## src/rtl/irqagg_pkg.sv

```systemverilog
package irqagg_pkg;

    localparam int unsigned WORD_W  = 32;
    localparam int unsigned MAX_SRC = 64;
    localparam int unsigned N_BANKS = MAX_SRC / WORD_W;
    localparam int unsigned AW      = 8;

    localparam logic [AW-1:0] OFS_EN_LO = 8'h00;
    localparam logic [AW-1:0] OFS_EN_HI = 8'h04;
    localparam logic [AW-1:0] OFS_MK_LO = 8'h08;
    localparam logic [AW-1:0] OFS_MK_HI = 8'h0C;
    localparam logic [AW-1:0] OFS_ST_LO = 8'h30;
    localparam logic [AW-1:0] OFS_ST_HI = 8'h34;

    typedef enum logic [2:0] {
        SEL_NONE,
        SEL_EN_LO,
        SEL_EN_HI,
        SEL_MK_LO,
        SEL_MK_HI,
        SEL_ST_LO,
        SEL_ST_HI
    } reg_sel_e;

    typedef struct packed {
        logic              wr;
        reg_sel_e          sel;
        logic [WORD_W-1:0] wdata;
    } reg_req_t;

    function automatic reg_sel_e decode_offset(logic [AW-1:0] ofs);
        case (ofs)
            OFS_EN_LO: return SEL_EN_LO;
            OFS_EN_HI: return SEL_EN_HI;
            OFS_MK_LO: return SEL_MK_LO;
            OFS_MK_HI: return SEL_MK_HI;
            OFS_ST_LO: return SEL_ST_LO;
            OFS_ST_HI: return SEL_ST_HI;
            default:   return SEL_NONE;
        endcase
    endfunction

    // Bits of one bank that correspond to configured lines
    function automatic logic [WORD_W-1:0] bank_present(int unsigned nsrc, int unsigned bank);
        logic [WORD_W-1:0] m;
        m = '0;
        for (int i = 0; i < WORD_W; i++) begin
            if (bank * WORD_W + i < nsrc) m[i] = 1'b1;
        end
        return m;
    endfunction

endpackage

```

## src/rtl/irqagg_apb_slave.sv

```systemverilog
module irqagg_apb_slave
    import irqagg_pkg::*;
(
    input  logic                          psel,
    input  logic                          penable,
    input  logic                          pwrite,
    input  logic [AW-1:0]                 paddr,
    input  logic [WORD_W-1:0]             pwdata,
    input  logic [N_BANKS-1:0][WORD_W-1:0] en_words,
    input  logic [N_BANKS-1:0][WORD_W-1:0] mk_words,
    input  logic [N_BANKS-1:0][WORD_W-1:0] st_words,
    output reg_req_t                      req,
    output logic [WORD_W-1:0]             prdata,
    output logic                          pready,
    output logic                          pslverr
);
    reg_sel_e sel;

    assign sel       = decode_offset(paddr);
    assign req.wr    = psel & penable & pwrite;
    assign req.sel   = sel;
    assign req.wdata = pwdata;
    assign pready    = 1'b1;
    assign pslverr   = 1'b0;

    always_comb begin
        prdata = '0;
        if (psel && !pwrite) begin
            case (sel)
                SEL_EN_LO: prdata = en_words[0];
                SEL_EN_HI: prdata = en_words[1];
                SEL_MK_LO: prdata = mk_words[0];
                SEL_MK_HI: prdata = mk_words[1];
                SEL_ST_LO: prdata = st_words[0];
                SEL_ST_HI: prdata = st_words[1];
                default:   prdata = '0;
            endcase
        end
    end
endmodule

```

## src/rtl/irqagg_bank.sv

```systemverilog
module irqagg_bank
    import irqagg_pkg::*;
#(
    parameter int unsigned NUM_SRC = 40,
    parameter int unsigned BANK    = 0
) (
    input  logic              clk,
    input  logic              rst,
    input  reg_req_t          req,
    input  logic [WORD_W-1:0] src_raw,
    output logic [WORD_W-1:0] en_q,
    output logic [WORD_W-1:0] mk_q,
    output logic [WORD_W-1:0] status
);
    localparam logic [WORD_W-1:0] PRESENT = bank_present(NUM_SRC, BANK);
    localparam reg_sel_e EN_SEL = (BANK == 0) ? SEL_EN_LO : SEL_EN_HI;
    localparam reg_sel_e MK_SEL = (BANK == 0) ? SEL_MK_LO : SEL_MK_HI;

    logic [WORD_W-1:0] src_q;

    always_ff @(posedge clk) begin
        if (rst) begin
            en_q  <= '0;
            mk_q  <= '0;
            src_q <= '0;
        end else begin
            src_q <= src_raw & PRESENT;
            if (req.wr && req.sel == EN_SEL) en_q <= req.wdata & PRESENT;
            if (req.wr && req.sel == MK_SEL) mk_q <= req.wdata & PRESENT;
        end
    end

    assign status = src_q & en_q & ~mk_q;
endmodule

```

## src/rtl/irqagg_combine.sv

```systemverilog
module irqagg_combine
    import irqagg_pkg::*;
(
    input  logic               clk,
    input  logic               rst,
    input  logic [MAX_SRC-1:0] fstat,
    output logic               irq_q
);
    always_ff @(posedge clk) begin
        if (rst) irq_q <= 1'b0;
        else     irq_q <= |fstat;
    end
endmodule

```

## src/rtl/irq_aggregator_apb.sv

```systemverilog
module irq_aggregator_apb
    import irqagg_pkg::*;
#(
    parameter int unsigned NUM_SRC = 40
) (
    input  logic               clk,
    input  logic               rst,
    input  logic               psel,
    input  logic               penable,
    input  logic               pwrite,
    input  logic [AW-1:0]      paddr,
    input  logic [WORD_W-1:0]  pwdata,
    output logic [WORD_W-1:0]  prdata,
    output logic               pready,
    output logic               pslverr,
    input  logic [NUM_SRC-1:0] irq_src,
    output logic               irq_out
);
    reg_req_t                       req;
    logic [MAX_SRC-1:0]             src_full;
    logic [N_BANKS-1:0][WORD_W-1:0] en_w, mk_w, st_w;
    logic [MAX_SRC-1:0]             en_all, mask_all, fstat;

    always_comb begin
        src_full = '0;
        src_full[NUM_SRC-1:0] = irq_src;
    end

    irqagg_apb_slave u_slave (
        .psel     (psel),
        .penable  (penable),
        .pwrite   (pwrite),
        .paddr    (paddr),
        .pwdata   (pwdata),
        .en_words (en_w),
        .mk_words (mk_w),
        .st_words (st_w),
        .req      (req),
        .prdata   (prdata),
        .pready   (pready),
        .pslverr  (pslverr)
    );

    for (genvar b = 0; b < N_BANKS; b++) begin : g_bank
        irqagg_bank #(.NUM_SRC(NUM_SRC), .BANK(b)) u_bank (
            .clk     (clk),
            .rst     (rst),
            .req     (req),
            .src_raw (src_full[b*WORD_W +: WORD_W]),
            .en_q    (en_w[b]),
            .mk_q    (mk_w[b]),
            .status  (st_w[b])
        );
    end

    assign en_all   = en_w;
    assign mask_all = mk_w;
    assign fstat    = st_w;

    irqagg_combine u_comb (
        .clk   (clk),
        .rst   (rst),
        .fstat (fstat),
        .irq_q (irq_out)
    );
endmodule

```

## config.mk

```make
export PLATFORM = sky130hd
export DESIGN_NAME = irq_aggregator_apb
export DESIGN_NICKNAME = d
export VERILOG_FILES = /design/src/rtl/irqagg_pkg.sv /design/src/rtl/irqagg_apb_slave.sv /design/src/rtl/irqagg_bank.sv /design/src/rtl/irqagg_combine.sv /design/src/rtl/irq_aggregator_apb.sv
export SDC_FILE = /design/constraint.sdc
export NUM_CORES = 1
export LEC_CHECK = 0
export BUFFER_PORTS_ARGS = -buffer_cell sky130_fd_sc_hd__buf_4
export CORE_MARGIN = 10
export CORE_UTILIZATION = 30
export CTS_BUF_LIST = sky130_fd_sc_hd__clkbuf_8 sky130_fd_sc_hd__clkbuf_16
export DETAILED_ROUTE_END_ITERATION = 7
export GPL_TIMING_DRIVEN = 0
export SLEW_MARGIN = 15
export SYNTH_ARGS = -nofsm -noshare
export SYNTH_HDL_FRONTEND = slang
export SYNTH_SLANG_ARGS = --single-unit
```

## constraint.sdc

```tcl
create_clock -name clk -period 3.6 [get_ports clk]
set_input_delay 0.72 -clock clk [delete_from_list [all_inputs] [get_ports clk]]
set_output_delay 0.72 -clock clk [all_outputs]
set_load 0.01 [all_outputs]
```

; ---- Word level (Yosys, flattened, before mapping)
; Cells that the tools add are included.
[word_totals]
elab_cells = 38
in_bits = 85
ff_bits = 145
out_inout_bits = 35
[classes]
n_reduce_logical = 8
mux = 3
eq_ne = 11
n_bitwise = 8
[op_table]
columns = cell, n
row1 = one-hot mux 32 bit (6 select lines), 1
row2 = AND 32 bit, 3
row3 = OR reduction 64 bit, 1
row4 = AND 32 x 8 -> 32 bit, 1
row5 = two-way mux 32 bit, 1
row6 = NOT 32 bit, 1
row7 = NOT 8 -> 32 bit, 1
row8 = one-hot mux 3 bit (6 select lines), 1
row9 = "equality test 8 x 4 -> 1 bit, second input constant", 2
row10 = "equality test 8 x 6 -> 1 bit, second input constant", 2
row11 = "equality test 3 bit, second input constant", 3
row12 = "equality test 8 x 3 -> 1 bit, second input constant", 1
row13 = logical NOT 8 bit, 1
row14 = "equality test 3 x 2 -> 1 bit, second input constant", 2
row15 = logical AND 1 bit, 5
row16 = "equality test 3 x 1 -> 1 bit, second input constant", 1
row17 = AND 1 bit, 2
row18 = logical NOT 1 bit, 1

; ---- Logic depth before layout (Yosys ltp)
; Gate-level depths: netlist of the first run.
[logic_depth]
word_depth = 5
depth_mapped = 7

; ---- Cells and area by module
; From an unflattened synthesis of the first run, not the netlist that was laid out.
[unflattened]
cells_unflattened = 816
area_unflattened_um2 = 7367.1
[by_module_without_submodules]
columns = module, area_per_inst_um2, seq_area_each_um2, n_inst, cells_each
row1 = irqagg_bank (g_bank[0].u_bank), 3798.6, 1921.8, 1, 371
row2 = irqagg_apb_slave, 1889.3, 0.0, 1, 261
row3 = irqagg_bank (g_bank[1].u_bank), 1508.9, 480.5, 1, 160
row4 = irqagg_combine, 166.4, 20.0, 1, 23
row5 = irq_aggregator_apb, 3.8, 0.0, 1, 1

; ---- Worst setup path before layout of the first run
; No wires, ideal clock.
[synth_timing]
path_kind = input to output
from = input paddr[7]
to = output prdata[0]
stages = 6
required_ns = 2.880
setup_slack_ns = 0.497
arrival_ns = 2.383
path_cell_list = or4_4 > buf_6 > or3_1 > buf_6 > o32a_1 > a21oi_2
[synth_between]
elab_chain_cells = 5
[synth_lines]
columns = item, line
row1 = from (decl), irq_aggregator_apb.sv:11  ; input logic [AW-1:0] paddr,
row2 = equality test 8 x 6 -> 1 bit (tied with other cells), irqagg_pkg.sv:32  ; case (ofs)
row3 = one-hot mux 3 bit (6 select lines) *, irqagg_pkg.sv:32
row4 = equality test 3 bit (tied with other cells), irqagg_apb_slave.sv:29  ; case (sel)
row5 = one-hot mux 32 bit (6 select lines) *, irqagg_apb_slave.sv:29
row6 = two-way mux 32 bit *, irqagg_apb_slave.sv:28  ; if (psel && !pwrite) begin
row7 = to (decl), irq_aggregator_apb.sv:13  ; output logic [WORD_W-1:0] prdata,
; Every way passes the cells marked *; elsewhere a longest branch is shown, timed or not.

; ---- Worst setup path in the final report of the first run
[layout_timing]
from = input paddr[7]
to = output prdata[15]
; The elaborated chain is that of the path after synthesis.

==> results of run 1 <==
[cell families (layout without fill, tap and decap cells)]
family          after synthesis  in the layout  share of synthesized area, %
mux                          24             24                         5.815
other cells                   2              2                        0.1374
flops                       121            121                         44.32
simple gates                304            304                         28.62
compound gates              152            152                         16.09
buf+inv                      66            217                         5.014
[critical path, delay by kind of cell]
family | cells | cell delay [ns]
AND/OR/NAND/NOR | 3 | 1.03
buffers and inverters | 5 | 0.92
AO/OA/AOI/OAI | 1 | 0.15
[what timing repair did]
item	in CTS	in global routing
pin swaps	1	1
resized for setup	3	4
hold buffers	0	0
setup buffers	1	3
endpoints found under the setup margin	32	32
[layer usage]
metal	global-route usage (%)	vias up	part of all wire [%]
li1	-	2620	-
met1	20.68	2474	43
met2	25.06	216	46
met3	4.439	23	8.1
met4	6.928	0	2.5
met5	0	-	0
[flip-flops by register name (all words and copies together), names as in the netlist]
name and flops:
g_bank.u_bank.mk_q 40, g_bank.u_bank.src_q 40, g_bank.u_bank.en_q 40, u_comb.irq_q 1
[area by class of cell]
type	instances	share of cell area, %
Buffer	51	3.046
Clock buffer	17	5.852
Clock inverter	15	2.289
Inverter	14	0.7229
Multi-Input combinational cell	482	38.26
Sequential cell	121	33.32
Tap cell	229	3.941
Timing Repair Buffer	120	12.56
[layout by cell type, fill, tap and decap left out, drive strengths merged, types with 2 or more instances in the layout]
cell type  count
nand2        144
buf          128
dfxtp        121
a21oi         94
clkbuf        60
nor2b         42
nand3b        38
o21ai         23
inv           18
nor4          17
mux2i         16
nand3         16
nand4         13
nor2          12
o211ai        12
nor3          11
o22a           8
a22oi          8
clkinv         7
o32a           6
mux4           6
and4           5
and3           2
nand4b         2
mux2           2
conb           2
clkinvlp       2
bufinv         2
[power by group through the flow]
stage | Clock, mW | Sequential [mW] | Combinational, mW
floorplan | 0 | 1.40 | 0.0728
global placement | 0 | 1.41 | 0.187
CTS | 1.73 | 1.38 | 0.190
global route | 1.80 | 1.38 | 0.206
finish | 1.70 | 1.38 | 0.191
detailed placement | 0 | 1.40 | 0.188
[worst max path at each step]
stage / endpoint / slack [ns] / cells after the start
global placement: prdata[13] / -0.20 / 8
detailed placement: prdata[26] / -0.20 / 8
global route: prdata[22] / 0.0002 / 10
finish: prdata[15] / 0.07 / 9
floorplan: prdata[0] / 0.50 / 6
CTS: prdata[26] / -0.007 / 8
[metrics by stage]
| stage | total power [mW] | utilization [%] |
|---|---|---|
| finish | 3.268 | 40.47 |
| global route | 3.386 | 40.47 |
| CTS | 3.294 | 40.26 |
| detailed placement | 1.593 | 36.87 |
| global placement | 1.592 | 36.87 |
| floorplan | 1.472 | - |
==> results_dict.tcl, run 1 <==
set metrics [dict create \
    status "finished, final reports clean" \
    r2r_end "u_comb.irq_q$_SDFF_PP0_" \
    worst_clock_skew_ns 0.007796 \
    initial_utilization_pct 30.42 \
    synth-edff-count 0 \
    drtAntennaViolNets 0 \
    hold_class "flop to flop" \
    die_w_um 155.0 \
    cts_tree "built" \
    insertion_delay_ns 0.42 \
    holdWs_ns 0.4641 \
    synth_area_per_cell_sq_um 8.169 \
    grt_use_total_pct 16.20 \
    path_cells "buf_4, or4_4, buf_6, nor3_4, buf_12, o21ai_1, clkbuf_1, nor2_1, buf_4" \
    drt-vias-per-instance 5.084 \
    min_path_cells 2 \
    tns_ns 0 \
    dieArea_sq_um 24020 \
    slew_headroom_pct 52.87 \
    diodes 0 \
    grt_max_degree 17 \
    yosysSeqAreaShare_pct 44.32 \
    crit_required_ns 2.88 \
    dr.first_iter.drc_count 493 \
    root_buffer "clkbuf_16" \
    yosysMostFrequentCell "nand2_1" \
    ys_ff_latch 121 \
    dp_hpwl_mm 14.58 \
    wl_per_cell_um 18.72 \
    cp_data_arrival_time_ns 2.81 \
    antenna_found_initial 0 \
    path_common_cell "buf_4" \
    p_clk_share_pct 52.1 \
    rr_worst_depth 4 \
    drcViolationCount 0 \
    r2r_slack_ns 2.08 \
    rsz0062_at_grt "no" \
    place_congestion 0.8996 \
    synth-async-reset-ratio_pct 0 \
    period_needed_ns 3.534 \
    ys.flop_type "dfxtp_1" \
    r2r-start "g_bank[0].u_bank.mk_q[17]$_SDFFE_PP0P_" \
    critPathMaxFanout 10 \
    finalCritPeriodShare_pct 98.16 \
    synth_cells 669 \
    max_freq_ghz 0.2830 \
    n_fill_cell 1844 \
    firstDrtPassIters 5 \
    clockBufferDepth 2 \
    tightest_slew_ns 0.7070 \
    maxCapViolations 0 \
    cts_sinks 121 \
    comb_power_share_pct 5.8 \
    cp-end-kind "output pin" \
    synth_nets 754 \
    htree_levels 4 \
    cpPeakStageDelay_ns 0.53 \
    hp-start "g_bank[0].u_bank.mk_q[18]$_SDFFE_PP0P_" \
    pre_cts_ws_ns -0.1958 \
    io_buffers 116 \
    dp.cells 1014 \
    leakagePower_nw 2.559 \
    io_pins 120 \
    multi_input_area_sq_um 2781 \
    synth_common_cells "nand2_1, dfxtp_1, a21oi_1" \
    wirelength_mm 19.64 \
    path_clk_slew_ns 0.06 \
    swShare_pct 23.99 \
    grt_pass1_vias 5349 \
    ir_drop_mv 0.3343 \
    p_int_mw 2.484 \
    crit_path_start_kind "input pin" \
    worst_slack_ns 0.06624 \
    yosysUniqueCellTypes 36 \
    worst_path_max_delay_cell "or4_4" \
    yosysTopAreaCellShare_pct 44.32 \
    syn2layout_area_growth_pct 33.01 \
    grt_pass1_wl_mm 30.36 \
    maxSlewViolCount 0 \
    yosys_warnings 0 \
    netlist_area_sq_um 5465 \
    dieHeight_um 155.0 \
    row_count 49 \
    setup_violations 0 \
    ff_latch_area_sq_um 2422 \
    p_sw_mw 0.7840 \
    power_density_nw_per_um2 449.6 \
    post_dp_cell_area_sq_um 6623 \
    pwr-share-seq_pct 42.1 \
    numCtsBuffers 17 \
    drive_gt1_share_pct 21.46 \
    cp-startpoint "paddr[7]" \
    criticalPathCategory "input pin to output pin" \
    core_sq_um 17960 \
    final_design_area_no_fill_sq_um 7269 \
    grt_overflow_total 0 \
    hold_viol 0 \
    synth_top_area_cell "dfxtp_1" \
    finalNonFillerCells 1049 \
    yosys-top-cells-area "dfxtp_1, nand2_1, a21oi_1, nand3b_1, nor2b_1" \
    finalNetCount 892 \
    num_vias 5333 \
    hold_path_end "g_bank[0].u_bank.mk_q[18]$_SDFFE_PP0P_" \
]
No activity file was read; power rests on OpenSTA's default activity.
==> run 2: changes to the inputs <==
--- a/config.mk
+++ b/config.mk
@@ -5,12 +5,13 @@
 export SDC_FILE = /design/constraint.sdc
 export NUM_CORES = 1
 export LEC_CHECK = 0
-export BUFFER_PORTS_ARGS = -buffer_cell sky130_fd_sc_hd__buf_4
 export CORE_MARGIN = 10
 export CORE_UTILIZATION = 30
 export CTS_BUF_LIST = sky130_fd_sc_hd__clkbuf_8 sky130_fd_sc_hd__clkbuf_16
 export DETAILED_ROUTE_END_ITERATION = 7
+export DONT_BUFFER_PORTS = 1
 export GPL_TIMING_DRIVEN = 0
+export REMOVE_ABC_BUFFERS = 1
 export SLEW_MARGIN = 15
 export SYNTH_ARGS = -nofsm -noshare
 export SYNTH_HDL_FRONTEND = slang
==> run 2 against run 1 <==
  * Clock skew fell by 0.0044 ns
  * Clock power up 13%
  * Global-route usage is 1.5 points lower
  * Die area did not move
  * Setup slack better by 0.11 ns
  * Largest cell class unchanged
  * Highest routed layer unchanged
==> results_dict.tcl, run 2 (synthesis results as in run 1) <==
set metrics [dict create \
    rsz0062_at_grt "no" \
    setup_violations 0 \
    tightest_slew_ns 0.8483 \
    final_cell_mix "nand2_1, dfxtp_1, a21oi_1" \
    worst_path_max_delay_cell "or4_4" \
    finalNetCount 731 \
    hold_viol 0 \
    grt_overflow_total 0 \
    grt_use_total_pct 14.72 \
    dieArea_sq_um 24020 \
    root_buffer "clkbuf_16" \
    largestRegisters "g_bank.u_bank.en_q x40, g_bank.u_bank.mk_q x40, g_bank.u_bank.src_q x40" \
    grt_pass1_vias 4555 \
    worst_clock_skew_ns 0.003361 \
    path_cells "or4_4, or3_1, o32a_1, a21oi_2" \
    maxCapViolations 0 \
    finalCritPeriodShare_pct 95.09 \
    antenna_found_initial 0 \
    cp_data_arrival_time_ns 2.70 \
    maxSlewViolCount 0 \
    power_density_nw_per_um2 524.8 \
    num_vias 4719 \
    ff_latch_area_sq_um 2422 \
    clockBufferDepth 2 \
    holdWs_ns 0.3945 \
    row_count 49 \
    cts_sinks 121 \
    die_w_um 155.0 \
    crit_path_start_kind "input pin" \
    n_fill_cell 1876 \
    cts_tree "built" \
    htree_levels 4 \
    wl_per_cell_um 20.30 \
    drcViolationCount 0 \
    numCtsBuffers 17 \
    initial_utilization_pct 30.42 \
    wirelength_mm 18.00 \
    tns_ns 0 \
    critPathMaxFanout 17 \
    criticalPathCategory "input pin to output pin" \
    cp-end-kind "output pin" \
    grt_pass1_wl_mm 27.51 \
    firstDrtPassIters 5 \
    dieHeight_um 155.0 \
    pre_cts_ws_ns -0.4070 \
    ir_drop_mv 0.3239 \
    hold_class "input pin to flop" \
    path_clk_slew_ns 0.05 \
    grt_max_degree 122 \
    cpPeakStageDelay_ns 0.68 \
    multi_input_area_sq_um 2809 \
    drtAntennaViolNets 0 \
    insertion_delay_ns 0.42 \
    place_congestion 0.7806 \
    io_pins 120 \
    dp.cells 853 \
    io_buffers 0 \
    dr.first_iter.drc_count 289 \
    crit_required_ns 2.88 \
    finalNonFillerCells 887 \
    final_common_cell "nand2_1" \
    max_freq_ghz 0.2921 \
    drt-vias-per-instance 5.320 \
    status "finished, final reports clean" \
    syn2layout_area_growth_pct 16.78 \
    leakagePower_nw 1.989 \
    worst_slack_ns 0.1768 \
    core_sq_um 17960 \
    dp_hpwl_mm 11.75 \
    drive_gt1_share_pct 8.676 \
    slew_headroom_pct 43.39 \
    period_needed_ns 3.423 \
]
run 2: changes by cell type in the layout (fill, tap and decap cells not counted), moves of 3 or more:
cell / previous run / this run
clkbuf_1: 40 / 0
buf_2: 3 / 0
bufinv_16: 2 / 6
buf_8: 0 / 3
buf_4: 121 / 3
clkinv_4: 4 / 0
clkbuf_2: 3 / 0
inv_6: 4 / 0
run 2: repair_timing:
| item | CTS | global route |
|---|---|---|
| setup buffers | 1 | 2 |
| hold buffers | 0 | 0 |
| pin swaps | 1 | 1 |
| endpoints found under the setup margin | 32 | 6 |
| resized for setup | 2 | 1 |
run 2: per-layer routing:
| metal | vias up | share of wire (%) | global-route usage (%) |
|---|---|---|---|
| met5 | - | 0 | 0 |
| li1 | 2301 | - | - |
| met3 | 15 | 9.8 | 5.983 |
| met1 | 2239 | 42 | 18.56 |
| met4 | 0 | 0.61 | 3.239 |
| met2 | 164 | 48 | 23.01 |
run 2: final cells by class:
cell class              instances  area share (%)
diodes                          1         0.03921
clock buffers                  19           7.097
clock inverters                11           3.176
inverters                      14          0.8234
multi-input cells             482           44.01
flip-flops and latches        121           37.95
well taps                     229           4.489
repair buffers                 10           2.411
run 2: final timing paths:
kind,from,endpoint,slack (ns),depth (start not counted)
setup reg to reg,g_bank[0].u_bank.mk_q[29]$_SDFFE_PP0P_,u_comb.irq_q$_SDFF_PP0_,2.05,4
setup / recovery,paddr[7],prdata[2],0.18,4
hold reg to reg,g_bank[0].u_bank.mk_q[25]$_SDFFE_PP0P_,g_bank[0].u_bank.mk_q[25]$_SDFFE_PP0P_,0.46,2
hold / removal,rst,g_bank[0].u_bank.src_q[28]$_SDFF_PP0_,0.39,1
run 2: metrics by stage:
| stage | power, mW | instance area (sq um) | utilization (%) |
|---|---|---|---|
| after floorplan | 1.440 | 5244 | - |
| after global placement | 1.455 | 5530 | 30.79 |
| after detailed placement | 1.457 | 5684 | 31.64 |
| after CTS | 3.397 | 6356 | 35.38 |
| after global routing | 3.455 | 6380 | 35.52 |
| final | 3.350 | 6382 | 35.53 |
run 2: worst max-delay path, delay by kind of cell:
family           cells  cell delay (ns)
AND/OR/NAND/NOR      2             1.30
AO/OA/AOI/OAI        2             0.68
run 2: where the power goes:
group	internal (mW)	total (mW)	switching (mW)
logic	0.0247	0.0549	0.0303
registers	1.36	1.37	0.0104
clock network	1.32	1.92	0.603
==> run 3: changes to the inputs <==
--- a/config.mk
+++ b/config.mk
@@ -12,7 +12,6 @@
 export DONT_BUFFER_PORTS = 1
 export GPL_TIMING_DRIVEN = 0
 export REMOVE_ABC_BUFFERS = 1
-export SLEW_MARGIN = 15
 export SYNTH_ARGS = -nofsm -noshare
 export SYNTH_HDL_FRONTEND = slang
 export SYNTH_SLANG_ARGS = --single-unit
==> constraint.sdc (replaced) <==
create_clock -name clk -period 4.4 [get_ports clk]
set_input_delay 0.88 -clock clk [delete_from_list [all_inputs] [get_ports clk]]
set_output_delay 0.88 -clock clk [all_outputs]
set_load 0.01 [all_outputs]
==> run 3 against run 2 <==
  * Setup slack improved by 0.13 ns
  * Flip-flop and latch count did not move
  * Clock-buffer cell count rose by 1
  * Register-to-register slack improved by 0.86 ns
  * Sequential share of layout area rose by 0.44 points
==> results_dict.tcl, run 3 (synthesis results as in run 1) <==
set metrics [dict create \
    insertion_delay_ns 0.42 \
    core_sq_um 17960 \
    wirelength_mm 17.83 \
    cp_data_arrival_time_ns 3.22 \
    io_buffers 0 \
    path_cells "or4_4, nor3_2, o21ai_4, buf_16, nor3_1" \
    cts_sinks 121 \
    grt_overflow_total 0 \
    antenna_found_initial 0 \
    maxSlewViolCount 0 \
    drcViolationCount 0 \
    final_design_area_no_fill_sq_um 6310 \
    grt_pass1_vias 4619 \
    firstDrtPassIters 5 \
    root_buffer "clkbuf_16" \
    crit_path_start_kind "input pin" \
    setup_violations 0 \
    tightest_slew_ns 1.327 \
    syn2layout_area_growth_pct 15.45 \
    max_freq_ghz 0.2441 \
    htree_levels 4 \
    cts_tree "built" \
    cts_resized 0 \
    dieHeight_um 155.0 \
    drtAntennaViolNets 0 \
    rsz0062_at_grt "no" \
    final_cell_mix "nand2_1, dfxtp_1, a21oi_1" \
    dr.first_iter.drc_count 228 \
    cts_hold_buf 0 \
    initial_utilization_pct 30.42 \
    cpPeakStageDelay_ns 0.67 \
    cp-end-kind "output pin" \
    worst_clock_skew_ns 0.004581 \
    wl_per_cell_um 20.06 \
    path_clk_slew_ns 0.06 \
    clockBufferDepth 2 \
    drt-vias-per-instance 5.350 \
    hold_class "flop to flop" \
    io_pins 120 \
    leakagePower_nw 1.938 \
    period_needed_ns 4.097 \
    grt_use_total_pct 14.39 \
    place_congestion 0.7806 \
    pre_cts_ws_ns 0.05547 \
    finalNetCount 732 \
    status "finished, final reports clean" \
    dp_hpwl_mm 11.54 \
    largestRegisters "g_bank.u_bank.en_q x40, g_bank.u_bank.mk_q x40, g_bank.u_bank.src_q x40" \
    hold_viol 0 \
    drive_gt1_share_pct 8.801 \
    worst_slack_ns 0.3027 \
    grt_max_degree 122 \
    critPathMaxFanout 17 \
    ir_drop_mv 0.2586 \
    criticalPathCategory "input pin to output pin" \
    grt_pass1_wl_mm 26.95 \
    finalCritPeriodShare_pct 93.12 \
    dieArea_sq_um 24020 \
    row_count 49 \
    finalNonFillerCells 889 \
    dp.cells 852 \
    maxCapViolations 0 \
    num_vias 4756 \
    tns_ns 0 \
    die_w_um 155.0 \
    final_common_cell "nand2_1" \
    power.total_mw 2.673 \
    numCtsBuffers 17 \
    power_density_nw_per_um2 423.6 \
    worst_path_max_delay_cell "or4_4" \
    post_dp_cell_area_sq_um 5633 \
    slew_headroom_pct 11.19 \
    crit_required_ns 3.52 \
]
[run 3: cell types whose count changed in the layout (fill, tap and decap cells not counted), moves of 2 or more]
cell	before	now
bufinv_16	6	4
inv_1	15	13
clkinv_2	3	1
clkinvlp_4	0	6
buf_4	3	5
[run 3: timing repair]
item	in CTS	in global routing
buffers inserted	0	5
endpoints found under the setup margin	0	6
endpoints found under the hold margin	0	0
[run 3: final timing paths]
kind                                                        startpoint                                     end  slack (ns)  cells after the start
worst min register to register  g_bank[0].u_bank.mk_q[15]$_SDFFE_PP0P_  g_bank[0].u_bank.mk_q[15]$_SDFFE_PP0P_        0.46                      2
worst max-delay path                                          paddr[7]                              prdata[27]        0.30                      5
worst max register to register  g_bank[0].u_bank.mk_q[29]$_SDFFE_PP0P_                 u_comb.irq_q$_SDFF_PP0_        2.91                      4
worst min-delay path            g_bank[0].u_bank.mk_q[15]$_SDFFE_PP0P_  g_bank[0].u_bank.mk_q[15]$_SDFFE_PP0P_        0.46                      2
[run 3: layout make-up]
class | instances | area [sq um]
antenna | 1 | 2.502
clock buffer | 20 | 466.7
clock inverter | 11 | 170.2
fill | 1890 | 11650
inverter | 14 | 52.55
multi-input combinational | 482 | 2783
sequential | 121 | 2422
tap | 229 | 286.5
timing repair buffer | 11 | 126.4
[run 3: metal layers]
| metal | GRT usage [%] | share of wire [%] |
|---|---|---|
| met5 | 0 | 0 |
| met4 | 3.374 | 0.52 |
| met3 | 6.148 | 9.9 |
| met2 | 22.58 | 47 |
| met1 | 17.80 | 43 |
[run 3: power by group]
group	internal [mW]	switching, mW	total (mW)
logic	0.0202	0.0243	0.0445
registers	1.12	0.00845	1.12
clock network	0.988	0.516	1.50
[run 3: through the flow]
stage | hold slack, ns | utilization (%)
after global placement | 0.4407 | 30.79
after CTS | 0.4549 | 34.90
after floorplan | 0.4306 | -
final | 0.4554 | 35.13
after detailed placement | 0.4485 | 31.36
after global routing | 0.4732 | 35.11
[run 3: critical path, delay by kind of cell]
kind            cells  cell delay (ns)
compound gates      1             0.31
buf+inv             1             0.24
simple gates        3             1.77
